<file path="src/rtl/tmc_pkg.sv">
package tmc_pkg;

  localparam int LVL_W = 7;
  localparam int EXP_W = 3;

  typedef enum logic [1:0] {
    MOD_FSK  = 2'b00,
    MOD_GFSK = 2'b01,
    MOD_ASK  = 2'b10,
    MOD_OOK  = 2'b11
  } mod_e;

  typedef struct packed {
    mod_e             mode;
    logic [LVL_W-1:0] lo;
    logic [LVL_W-1:0] hi;
    logic [EXP_W-1:0] expo;
  } mod_cfg_t;

  // Frequency-keying magnitude: zero is not a legal deviation, raise it to 1.
  function automatic logic [LVL_W-1:0] fsk_mag(input logic [LVL_W-1:0] v);
    return (v == '0) ? LVL_W'(1) : v;
  endfunction

  // Ramped-scheme peak deviation 2^e.
  function automatic int ramp_peak(input logic [EXP_W-1:0] e);
    return 1 << e;
  endfunction

  // Ramp increment per prescale period: a quarter of the peak, at least 1.
  function automatic int ramp_step(input logic [EXP_W-1:0] e);
    int q;
    q = (1 << e) >> 2;
    return (q == 0) ? 1 : q;
  endfunction

endpackage

</file>
<file path="src/rtl/tmc_rate_gen.sv">
module tmc_rate_gen #(
  parameter int DIV_W = 4,
  parameter int IDX_W = 4
) (
  input  logic             clk,
  input  logic             rst,
  input  logic [DIV_W-1:0] div_val,
  input  logic [IDX_W-1:0] idx_val,
  output logic             step_tick,
  output logic             bit_stb,
  output logic             tx_clk
);
  logic [DIV_W-1:0] div_eff;
  logic [IDX_W-1:0] idx_eff;
  logic [IDX_W:0]   half_steps;
  logic [DIV_W-1:0] pre_cnt;
  logic [IDX_W-1:0] stp_cnt;

  always_comb begin
    div_eff    = (div_val == '0) ? DIV_W'(1) : div_val;
    idx_eff    = (idx_val < IDX_W'(2)) ? IDX_W'(2) : idx_val;
    half_steps = ({1'b0, idx_eff} + (IDX_W+1)'(1)) >> 1;
    step_tick  = (pre_cnt == div_eff - DIV_W'(1));
    bit_stb    = step_tick && (stp_cnt == idx_eff - IDX_W'(1));
    tx_clk     = ({1'b0, stp_cnt} < half_steps);
  end

  always_ff @(posedge clk) begin
    if (rst) begin
      pre_cnt <= '0;
      stp_cnt <= '0;
    end else if (step_tick) begin
      pre_cnt <= '0;
      stp_cnt <= bit_stb ? '0 : stp_cnt + IDX_W'(1);
    end else begin
      pre_cnt <= pre_cnt + DIV_W'(1);
    end
  end
endmodule

</file>
<file path="src/rtl/tmc_gfsk_ramp.sv">
module tmc_gfsk_ramp
  import tmc_pkg::*;
#(
  parameter int OFS_W = 9
) (
  input  logic                    clk,
  input  logic                    rst,
  input  logic                    tick,
  input  logic                    enable,
  input  logic                    bit_val,
  input  logic [EXP_W-1:0]        exp_sel,
  output logic signed [OFS_W-1:0] ofs
);
  logic signed [OFS_W-1:0] peak, step, tgt, up, dn;

  always_comb begin
    peak = OFS_W'(ramp_peak(exp_sel));
    step = OFS_W'(ramp_step(exp_sel));
    tgt  = bit_val ? peak : -peak;
    up   = ofs + step;
    dn   = ofs - step;
  end

  always_ff @(posedge clk) begin
    if (rst || !enable) begin
      ofs <= '0;
    end else if (tick) begin
      if (ofs < tgt)      ofs <= (up > tgt) ? tgt : up;
      else if (ofs > tgt) ofs <= (dn < tgt) ? tgt : dn;
    end
  end
endmodule

</file>
<file path="src/rtl/tmc_level_map.sv">
module tmc_level_map
  import tmc_pkg::*;
#(
  parameter int OFS_W = 9
) (
  input  logic                    live,
  input  logic                    bit_val,
  input  mod_cfg_t                cfg,
  input  logic signed [OFS_W-1:0] ramp_ofs,
  output logic signed [OFS_W-1:0] freq_ofs,
  output logic [LVL_W-1:0]        dac_code,
  output logic                    pa_en
);
  logic signed [OFS_W-1:0] fsk_s;

  always_comb begin
    fsk_s    = OFS_W'(fsk_mag(cfg.lo));
    freq_ofs = '0;
    dac_code = '0;
    pa_en    = 1'b0;
    if (live) begin
      unique case (cfg.mode)
        MOD_FSK: begin
          freq_ofs = bit_val ? fsk_s : -fsk_s;
          dac_code = cfg.hi;
          pa_en    = 1'b1;
        end
        MOD_GFSK: begin
          freq_ofs = ramp_ofs;
          dac_code = cfg.hi;
          pa_en    = 1'b1;
        end
        MOD_ASK: begin
          dac_code = bit_val ? cfg.hi : cfg.lo;
          pa_en    = 1'b1;
        end
        MOD_OOK: begin
          dac_code = bit_val ? cfg.hi : '0;
          pa_en    = bit_val;
        end
        default: ;
      endcase
    end
  end
endmodule

</file>
<file path="src/rtl/tx_mod_ctrl.sv">
module tx_mod_ctrl
  import tmc_pkg::*;
#(
  parameter int DIV_W = 4,
  parameter int IDX_W = 4,
  parameter int OFS_W = 9
) (
  input  logic                    clk,
  input  logic                    rst,
  input  logic                    cfg_wr,
  input  logic [1:0]              cfg_mode,
  input  logic [LVL_W-1:0]        cfg_lo,
  input  logic [LVL_W-1:0]        cfg_hi,
  input  logic [EXP_W-1:0]        cfg_exp,
  input  logic [DIV_W-1:0]        cfg_div,
  input  logic [IDX_W-1:0]        cfg_idx,
  input  logic                    tx_data,
  output logic                    tx_clk,
  output logic signed [OFS_W-1:0] freq_ofs,
  output logic [LVL_W-1:0]        dac_code,
  output logic                    pa_en
);
  mod_cfg_t         sh_cfg, act_cfg;
  logic [DIV_W-1:0] sh_div, act_div;
  logic [IDX_W-1:0] sh_idx, act_idx;
  logic             live, bit_q;

  // Named internal events, observed by the bound checker.
  logic                    step_tick;
  logic                    bit_stb;
  logic                    ramp_en;
  logic signed [OFS_W-1:0] ramp_ofs;

  always_ff @(posedge clk) begin
    if (rst) begin
      sh_cfg  <= '0;
      sh_div  <= '0;
      sh_idx  <= '0;
      act_cfg <= '0;
      act_div <= '0;
      act_idx <= '0;
      live    <= 1'b0;
      bit_q   <= 1'b0;
    end else begin
      if (cfg_wr) begin
        sh_cfg <= '{mode: mod_e'(cfg_mode), lo: cfg_lo, hi: cfg_hi, expo: cfg_exp};
        sh_div <= cfg_div;
        sh_idx <= cfg_idx;
      end
      if (bit_stb) begin
        act_cfg <= sh_cfg;
        act_div <= sh_div;
        act_idx <= sh_idx;
        live    <= 1'b1;
        bit_q   <= tx_data;
      end
    end
  end

  tmc_rate_gen #(.DIV_W(DIV_W), .IDX_W(IDX_W)) u_rate (
    .clk      (clk),
    .rst      (rst),
    .div_val  (act_div),
    .idx_val  (act_idx),
    .step_tick(step_tick),
    .bit_stb  (bit_stb),
    .tx_clk   (tx_clk)
  );

  assign ramp_en = live && (act_cfg.mode == MOD_GFSK);

  tmc_gfsk_ramp #(.OFS_W(OFS_W)) u_ramp (
    .clk    (clk),
    .rst    (rst),
    .tick   (step_tick),
    .enable (ramp_en),
    .bit_val(bit_q),
    .exp_sel(act_cfg.expo),
    .ofs    (ramp_ofs)
  );

  tmc_level_map #(.OFS_W(OFS_W)) u_map (
    .live    (live),
    .bit_val (bit_q),
    .cfg     (act_cfg),
    .ramp_ofs(ramp_ofs),
    .freq_ofs(freq_ofs),
    .dac_code(dac_code),
    .pa_en   (pa_en)
  );
endmodule

</file>
<file path="config.mk">
export PLATFORM = sky130hd
export DESIGN_NAME = tx_mod_ctrl
export DESIGN_NICKNAME = d
export VERILOG_FILES = /design/src/rtl/tmc_pkg.sv /design/src/rtl/tmc_rate_gen.sv /design/src/rtl/tmc_gfsk_ramp.sv /design/src/rtl/tmc_level_map.sv /design/src/rtl/tx_mod_ctrl.sv
export SDC_FILE = /design/constraint.sdc
export NUM_CORES = 1
export LEC_CHECK = 0
export ABC_AREA = 1
export BUFFER_PORTS_ARGS = -buffer_cell sky130_fd_sc_hd__buf_2
export CAP_MARGIN = 30
export CORE_UTILIZATION = 60
export DETAILED_ROUTE_END_ITERATION = 6
export PLACE_DENSITY = 0.9
export SLEW_MARGIN = 30
export SYNTH_ARGS = -nofsm -noshare
export SYNTH_HDL_FRONTEND = slang
export SYNTH_SLANG_ARGS = --single-unit
</file>
<file path="constraint.sdc">
create_clock -name clk -period 4.1 [get_ports clk]
set_clock_uncertainty 0.15 [all_clocks]
set_input_delay 0.615 -clock clk [delete_from_list [all_inputs] [get_ports clk]]
set_output_delay 0.615 -clock clk [all_outputs]
set_load 0.02 [all_outputs]
</file>
==> results.yml, run 1 <==
synth:
  synth_top_family_by_area: "simple AND/OR/NAND/NOR gates"
  synth_compound_area_frac: 0.121
  synth_simple_gate_area_frac: 0.327
  syn_inst: 767
  async_flop_share: 0
  avgSynthCellArea_um2: 6.56
  synth_top_flop_cell: "dfxtp_1"
  yosys_register_bits: 73
  yosysSeqAreaShare: 0.290
  netlist-cell-type-count: 36
  synth-edff-count: 0
  synth.area.mux_share: 0
  syn_nets: 848
  synth_area_um2: 5030
  ys.warnings.count: 0
  synth_xor_area_frac: 0.0365
  synthAdderAreaFrac: 0.127
worst_setup_path:
  crit_chain: "nand2_1 > nand2_1 > inv_1 > ha_1 > fa_1 > nand3_1 > nand2_1 > xor2_2 > inv_1 > ha_1 > nand2_1 > nor2_1 > nand3_1 > nand3_1 > nand2_2 > nand2_4 > nand2_1 > nand3_1 > nand3_1 > a21oi_1"
  worst_ep_arrival_time_ns: 3.96
  worstRegToRegCells: 20
  path_delay_family: "simple AND/OR/NAND/NOR gates"
  path_max_fanout: 10
  worstSetupStartpointType: "register"
  cp_slowest_stage_delay_ns: 0.47
  reg2reg_slack_ns: 0.27
  critPathSlowestCell: "dfxtp_1"
  worst-path-buf-inv: 2
  timing.rr.end: "u_ramp.ofs[7]"
  worst_setup_path_end_kind: "register"
  required_ns: 4.23
  crit_type: "register to register"
  timing.rr.start: "act_cfg[0]"
worst_hold_path:
  whs_path_depth: 2
  worstHoldStart: "sh_cfg[4]"
  whs_endpoint: "act_cfg[4]"
  min-delay-path-class: "register to register"
finish:
  antennaDiodeCount: 0
  seq_area_um2: 1460
  fill_cells: 690
  stdcell_area_um2: 5580
  nNetsFinal: 891
  reg.largest.list: "act_cfg x19, sh_cfg x19, u_ramp.ofs x9"
  drive_gt1_frac: 0.110
  final_cells: 920
  final_core_util: 0.683
  syn2layout_area_growth_pct: 10.9
  multi_input_area_um2: 3110
place:
  dpl_cell_area_um2: 5330
  port_buffers: 48
  dp_slack_ns: 0.193
  hpwl_um: 10000
  gp_congestion: 1.01
  dp_cells: 902
power:
  seq_power_share: 0.218
  power.density_nw_per_um2: 720
  internal_power_uw: 1920
  combinationalPowerShare: 0.630
  p_sw_uw: 2100
  swShare: 0.522
  ir_drop_uv: 491
  p_leak_uw: 0.00291
  pwr-share-clk: 0.152
detailed_routing:
  firstDrtPassIters: 5
  route.antenna.remaining_nets: 0
  drtIter0Drc: 375
  via_count: 5224
  wl_per_cell_um: 15.1
  routed_wl_um: 13900
  avgViaCountPerCell: 5.68
  route.detailed.drc: 0
timing:
  fin_setup_tns_ns: 0
  hold_violations: 0
  finalMaxSlewViolations: 0
  tightest_slew_ns: 0.819
  fin_crit_sh: 0.935
  fmaxAchievable_ghz: 0.261
  setup_violations: 0
  slew_headroom: 0.452
  period_needed_ns: 3.83
  timing.final.ws_setup_ns: 0.267
cts:
  cts_buffers: 9
  cts_buffer_depth: 2
  h-tree-depth: 3
  path_clk_slew_ns: 0.09
  cts_tree: "built"
  clkSinkCount: 73
  root_buffer: "clkbuf_8"
  clock_latency_ns: 0.36
floorplan:
  die-area_um2: 8760
  core_area_um2: 8180
  floorplan.die.width_um: 93.6
  ioPinCount: 49
  fp.dieH_um: 93.6
  rows: 33
  start_util: 0.616
global_route:
  track_usage: 0.336
  grt-ovfl-total: 0
  grt_pass1_wl_um: 23000
  grt_pass1_vias: 4965
  antenna_found_initial: 0
  grt_max_degree: 29
run_status:
  status: "finished, final reports clean"
run:
  maxCapViolCount: 0
-- cells in the final DEF (no fill, tap or decap), types with 6 or more instances in the layout --
| cell | instances |
|---|---|
| nand2_1 | 176 |
| nor2_1 | 99 |
| inv_1 | 94 |
| nand3_1 | 79 |
| dfxtp_1 | 73 |
| o21ai_0 | 57 |
| buf_2 | 48 |
| ha_1 | 47 |
| a21oi_1 | 35 |
| xor2_1 | 15 |
| clkbuf_8 | 10 |
| nand4_1 | 9 |
| buf_4 | 8 |
| a211oi_1 | 7 |
| nor3_1 | 6 |
-- power by group through the flow --
stage	Combinational, uW	Clock, uW	Sequential (uW)
2_1_floorplan	1890	0	871
3_3_place_gp	2310	0	881
3_5_place_dp	2380	0	887
4_1_cts	2430	610	872
5_1_grt	2860	637	885
6_report	2530	612	876
-- worst min-delay path, stage by stage, from the launching register on --
cell     delay [ns]
dfxtp_1        0.31
nand2_1        0.06
nand2_1        0.04
-- synth_stat cells, types with 2 or more instances --
cell	instances	share of area
nor2_1	99	0.074
dfxtp_1	73	0.29
o21bai_1	3	0.0045
buf_6	3	0.0067
xnor2_1	5	0.0087
inv_1	94	0.070
a211oi_1	7	0.010
o21ai_0	57	0.057
fa_1	2	0.0080
a21oi_1	35	0.035
nand2_2	3	0.0037
nand3b_1	5	0.0075
nor3_1	7	0.0070
ha_1	48	0.12
buf_2	4	0.0040
or2_2	2	0.0025
xor2_1	16	0.028
clkbuf_1	16	0.012
nand4_1	9	0.011
inv_2	3	0.0022
nand3_1	79	0.079
clkinv_1	2	0.0015
a31oi_1	3	0.0037
nand2_1	179	0.13
o21ai_1	2	0.0020
-- cells by family after synthesis --
kind of cell | Yosys count
and+or+nand+nor | 387
DFF | 73
adders and majority gates | 50
AOI/OAI and AO/OA | 113
xor gates and xnor gates | 21
buffers and inverters | 123
-- worst max path at each step --
stage                         end        from  cells past startpoint
finish              u_ramp.ofs[7]  act_cfg[0]                     20
global route        u_ramp.ofs[7]  act_cfg[0]                     21
CTS                 u_ramp.ofs[7]  act_cfg[2]                     20
detailed placement  u_ramp.ofs[7]  act_cfg[2]                     20
global placement    u_ramp.ofs[7]  act_cfg[2]                     20
floorplan           u_ramp.ofs[5]  act_cfg[2]                     22
-- final cells by class --
| type | instances | share of cell area |
|---|---|---|
| timing repair buffer | 56 | 0.0538 |
| clock buffer | 10 | 0.0247 |
| tap | 105 | 0.0235 |
| clock inverter | 6 | 0.0130 |
| inverter | 99 | 0.0666 |
| multi-input combinational | 571 | 0.557 |
| sequential | 73 | 0.262 |
-- stage by stage --
step | hold slack [ns] | total power [uW]
global placement | 0.277 | 3200
floorplan | 0.263 | 2760
detailed placement | 0.277 | 3270
finish | 0.299 | 4020
global route | 0.327 | 4380
CTS | 0.299 | 3910
-- per-layer routing --
layer / wire (um) / share of wire / GRT usage / vias up
met5: 0 / 0 / 0 / -
met4: 835 / 0.060 / 0.200 / 0
met3: 1070 / 0.077 / 0.0553 / 64
met2: 6560 / 0.47 / 0.572 / 261
met1: 5440 / 0.39 / 0.395 / 2333
li1: - / - / - / 2566
-- repair_timing --
action                     CTS  global route
setup endpoints to repair    0             9
hold buffers                 0             0
gates resized for setup      0             7
buffers inserted             0             2
No activity file was read; power rests on OpenSTA's default activity.
==> run 2, diff against run 1 <==
--- a/config.mk
+++ b/config.mk
@@ -8,6 +8,7 @@
 export ABC_AREA = 1
 export BUFFER_PORTS_ARGS = -buffer_cell sky130_fd_sc_hd__buf_2
 export CAP_MARGIN = 30
+export CORE_MARGIN = 8
 export CORE_UTILIZATION = 60
 export DETAILED_ROUTE_END_ITERATION = 6
 export PLACE_DENSITY = 0.9
==> constraint.sdc (replaced) <==
create_clock -name clk -period 4.1 [get_ports clk]
set_clock_uncertainty 0.15 [all_clocks]
set_input_delay 0.41 -clock clk [delete_from_list [all_inputs] [get_ports clk]]
set_output_delay 0.41 -clock clk [all_outputs]
set_load 0.02 [all_outputs]
==> run 2 against run 1 <==
Against the previous run: sequential cell count is the same; global-route usage shrank 8.8 points; clock power shrank 3%; first-iteration DRC count shrank 15%.
==> results.yml, run 2 (synthesis results as in run 1) <==
run_status:
  status: "finished, final reports clean"
detailed_routing:
  avgViaCountPerCell: 5.65
  firstDrtPassIters: 5
  route.detailed.drc: 0
  wl_per_cell_um: 15.3
  drtIter0Drc: 318
  route.antenna.remaining_nets: 0
  via_count: 5195
  routed_wl_um: 14100
timing:
  fmaxAchievable_ghz: 0.259
  timing.final.ws_setup_ns: 0.246
  slew_headroom: 0.420
  finalMaxSlewViolations: 0
  period_needed_ns: 3.85
  fin_crit_sh: 0.940
  hold_violations: 0
  tightest_slew_ns: 0.866
  setup_violations: 0
place:
  dp_slack_ns: 0.0626
  port_buffers: 48
  gp_congestion: 0.980
  hpwl_um: 10500
global_route:
  grtUsageMet2: 0.421
  met1_usage: 0.276
  use_met3: 0.0527
  grt_pass1_vias: 5065
  antenna_found_initial: 0
  busiest_layer: "met2"
  grt_pass1_wl_um: 23200
  track_usage: 0.247
  grt_max_degree: 29
  grt-ovfl-total: 0
worst_setup_path:
  crit_chain: "nand2_1 > nor2_2 > inv_1 > ha_1 > o21ai_0 > nand2_1 > o21bai_1 > xor2_1 > inv_1 > ha_1 > nand2_1 > nor2_1 > nand3_1 > nand3_1 > nand2_2 > nand2_4 > nand2_1 > nand3_1 > nand3_1 > a21oi_1"
  required_ns: 4.22
  worstSetupStartpointType: "register"
  path_delay_family: "simple AND/OR/NAND/NOR gates"
  worst_ep_arrival_time_ns: 3.97
  path_max_fanout: 10
  worst-path-buf-inv: 2
  crit_type: "register to register"
  critPathSlowestCell: "dfxtp_1"
  worst_setup_path_end_kind: "register"
  cp_slowest_stage_delay_ns: 0.45
  timing.rr.start: "act_cfg[1]"
  crit_start: "act_cfg[1]"
finish:
  multi_input_area_um2: 3110
  syn2layout_area_growth_pct: 10.8
  reg.largest.list: "act_cfg x19, sh_cfg x19, u_ramp.ofs x9"
  final_core_util: 0.682
  seq_area_um2: 1460
  mostFrequentLayoutCells: "177 x nand2_1, 98 x nor2_1, 94 x inv_1"
  nNetsFinal: 891
  fill_cells: 710
  antennaDiodeCount: 0
  layout_commonest_cell: "nand2_1"
  drive_gt1_frac: 0.113
cts:
  hold_buffers: 0
  path_clk_slew_ns: 0.09
  cts_tree: "built"
  clkSinkCount: 73
  h-tree-depth: 3
  clock_latency_ns: 0.35
  cts_buffers: 9
  root_buffer: "clkbuf_8"
  cts_buffer_depth: 2
floorplan:
  floorplan.die.width_um: 108
  rows: 33
  fp.dieH_um: 108
  start_util: 0.616
  core_area_um2: 8180
  die-area_um2: 11600
  ioPinCount: 49
worst_hold_path:
  min-delay-path-class: "input pin to register"
  worstHoldStart: "cfg_hi[4]"
power:
  p_leak_uw: 0.00290
  finalPower_uw: 4000
  power.density_nw_per_um2: 718
  ir_drop_uv: 409
run:
  maxCapViolCount: 0
## run 2: repair_timing
| action | in CTS | in global routing |
|---|---|---|
| buffers inserted | 0 | 1 |
| endpoints found under the setup margin | 0 | 9 |
| resized for setup | 0 | 10 |
## run 2: worst paths after layout
| check | end | slack, ns | depth (start not counted) |
|---|---|---|---|
| setup reg to reg | u_ramp.ofs[8] | 0.25 | 20 |
| hold reg to reg | act_cfg[6] | 0.30 | 2 |
| hold / removal | sh_cfg[7] | 0.13 | 3 |
| setup / recovery | u_ramp.ofs[8] | 0.25 | 20 |
## run 2: routing by layer
| layer | part of all wire | vias to the layer above | routed length [um] |
|---|---|---|---|
| li1 | - | 2563 | - |
| met1 | 0.39 | 2351 | 5530 |
| met2 | 0.48 | 235 | 6830 |
| met3 | 0.070 | 46 | 986 |
| met4 | 0.054 | 0 | 757 |
| met5 | 0 | - | 0 |
## run 2: power breakdown
| group | internal [uW] | switching, uW |
|---|---|---|
| clock | 287 | 307 |
| combinational | 821 | 1710 |
| sequential | 802 | 72.8 |
| total | 1910 | 2090 |
## run 2: final cells by class
| type | count | area share |
|---|---|---|
| clock buffer | 9 | 0.0222 |
| clock inverter | 7 | 0.0137 |
| inverter | 99 | 0.0666 |
| multi-input combinational | 571 | 0.558 |
| sequential | 73 | 0.262 |
| tap | 105 | 0.0236 |
| timing repair buffer | 56 | 0.0538 |
## run 2: worst min-delay path: stages
cell and delay (ns):
buf_2 0.08, nor2_1 0.03, nor2_1 0.08
## run 2: per-stage QoR
step / hold slack (ns) / TNS, ns / std cells / instance area [um2]
after floorplan: 0.263 / 0 / 767 / 5030
after global placement: 0.276 / 0 / 903 / 5340
after detailed placement: 0.277 / 0 / 903 / 5340
after CTS: 0.119 / 0 / 919 / 5540
after global routing: 0.121 / -0.0277 / 920 / 5580
final: 0.125 / 0 / 920 / 5580
==> run 3, diff against run 2 <==
--- a/config.mk
+++ b/config.mk
@@ -11,6 +11,7 @@
 export CORE_MARGIN = 8
 export CORE_UTILIZATION = 60
 export DETAILED_ROUTE_END_ITERATION = 6
+export GPL_TIMING_DRIVEN = 0
 export PLACE_DENSITY = 0.9
 export SLEW_MARGIN = 30
 export SYNTH_ARGS = -nofsm -noshare
==> run 3 against run 2 <==
Against the previous run: clock-buffer cell count did not move; power rose by 5.5%; fmax decreased by 0.53%; critical path depth decreased by 1; combinational power grew 2%; die area unchanged.
==> results.yml, run 3 (synthesis results as in run 1) <==
run_status:
  status: "finished, final reports clean"
run:
  maxCapViolCount: 0
cts:
  clkSinkCount: 73
  cts_buffers: 9
  cts_buffer_depth: 2
  cts_tree: "built"
  root_buffer: "clkbuf_8"
  hold_buffers: 0
  path_clk_slew_ns: 0.08
  clock_latency_ns: 0.35
  h-tree-depth: 3
global_route:
  grt-ovfl-total: 0
  antenna_found_initial: 0
  grt_max_degree: 14
  grt_pass1_vias: 5098
  grt_pass1_wl_um: 23300
  track_usage: 0.244
timing:
  holdWs_ns: 0.133
  fin_crit_sh: 0.945
  slew_headroom: 0.565
  period_needed_ns: 3.87
  setup_violations: 0
  tightest_slew_ns: 0.646
  fin_setup_tns_ns: 0
  fmaxAchievable_ghz: 0.258
  finalMaxSlewViolations: 0
  hold_violations: 0
worst_setup_path:
  crit_type: "register to register"
  critPathSlowestCell: "fa_1"
  worst_setup_path_end_kind: "register"
  worstRegToRegCells: 19
  cpMostUsedCell: "nand3_1"
  crit_chain: "inv_1 > nand2_1 > inv_1 > ha_1 > fa_1 > nand3_1 > nand2_1 > xor2_1 > inv_1 > ha_1 > nand2_1 > nor2_1 > nand3_1 > nand4_1 > buf_4 > nand3_1 > nand3_1 > nand3_1 > a21oi_1"
  reg2reg_slack_ns: 0.23
  worst_ep_arrival_time_ns: 3.99
  timing.rr.start: "act_cfg[2]"
  timing.rr.end: "u_ramp.ofs[0]"
  worstSetupStartpointType: "register"
  path_max_fanout: 9
  cp_slowest_stage_delay_ns: 0.46
  required_ns: 4.22
power:
  power.density_nw_per_um2: 740
  internal_power_uw: 2130
  seq_power_share: 0.209
  finalPower_uw: 4220
  combinationalPowerShare: 0.615
  p_sw_uw: 2090
  ir_drop_uv: 442
  pwr-share-clk: 0.176
  swShare: 0.495
  p_leak_uw: 0.00294
place:
  port_buffers: 47
  gp_congestion: 0.945
  hpwl_um: 10500
  dp_cells: 919
floorplan:
  core_area_um2: 8180
  rows: 33
  floorplan.die.width_um: 108
  die-area_um2: 11600
  start_util: 0.616
  fp.dieH_um: 108
  ioPinCount: 49
worst_hold_path:
  worstHoldStart: "cfg_lo[0]"
  whs_endpoint: "sh_cfg[10]"
  whs_path_depth: 3
  min-delay-path-class: "input pin to register"
finish:
  final_cells: 934
  nNetsFinal: 905
  antennaDiodeCount: 0
  drive_gt1_frac: 0.112
  layout_commonest_cell: "nand2_1"
  mostFrequentLayoutCells: "176 x nand2_1, 98 x nor2_1, 94 x inv_1"
  syn2layout_area_growth_pct: 13.3
  final_core_util: 0.698
  reg.largest.list: "act_cfg x19, sh_cfg x19, u_ramp.ofs x9"
detailed_routing:
  route.antenna.remaining_nets: 0
  route.detailed.drc: 0
  routed_wl_um: 14000
  avgViaCountPerCell: 5.58
  wl_per_cell_um: 15.0
  drtIter0Drc: 366
  via_count: 5210
  firstDrtPassIters: 5
## run 3: cell count changes in the layout (fill, tap and decap cells not counted), moves of 2 or more
cell / previous run / this run
buf_2: 48 / 51
buf_4: 8 / 2
buf_6: 0 / 3
bufinv_16: 1 / 4
clkbuf_1: 0 / 14
clkinv_4: 0 / 2
clkinvlp_4: 2 / 0
inv_6: 3 / 0
## run 3: through the flow
| step | setup WS [ns] | cell area [um2] |
|---|---|---|
| floorplan | 0.723 | 5030 |
| global placement | -0.118 | 5400 |
| detailed placement | -0.274 | 5400 |
| CTS | 0.0386 | 5680 |
| global route | -0.00184 | 5700 |
| finish | 0.225 | 5700 |
## run 3: cell type report
class                      count  area, um2
inverter                      99        372
buffer                        22        114
sequential                    73       1460
clock inverter                 7        143
timing repair buffer          48        243
clock buffer                   9        124
multi-input combinational    571       3110
fill                         667       2470
tap                          105        131
## run 3: power groups by stage
stage	sequential, uW	clock, uW	combinational, uW
6_report	883	744	2590
4_1_cts	878	745	2510
5_1_grt	893	772	2910
3_3_place_gp	885	0	2370
2_1_floorplan	871	0	1890
3_5_place_dp	889	0	2460
## run 3: worst max-delay path by stage
stage / start / slack (ns) / depth (start not counted) / to
finish: act_cfg[2] / 0.23 / 19 / u_ramp.ofs[0]
global route: act_cfg[2] / -0.002 / 19 / u_ramp.ofs[8]
CTS: act_cfg[2] / 0.04 / 21 / u_ramp.ofs[8]
detailed placement: act_cfg[2] / -0.27 / 22 / u_ramp.ofs[8]
global placement: act_cfg[2] / -0.12 / 22 / u_ramp.ofs[8]
floorplan: act_cfg[2] / 0.72 / 22 / u_ramp.ofs[5]
## run 3: repair_timing
action,in CTS,in global routing
buffers inserted,1,0
gates resized for setup,2,10
setup endpoints to repair,9,9
## run 3: worst max-delay path: cells and delay by family (launching register included)
family / cells / cell delay (ns)
AND/OR/NAND/NOR: 10 / 1.20
XOR/XNOR: 1 / 0.30
AO/OA/AOI/OAI: 1 / 0.13
flip-flops: 1 / 0.45
adder cells (fa/ha/maj): 3 / 1.00
buffers and inverters: 4 / 0.57
## run 3: layer usage
layer	global-route usage	up-vias	part of all wire
met5	0	-	0
met2	0.414	215	0.48
met4	0.136	0	0.052
met3	0.0293	60	0.051
li1	-	2602	-
met1	0.293	2333	0.42
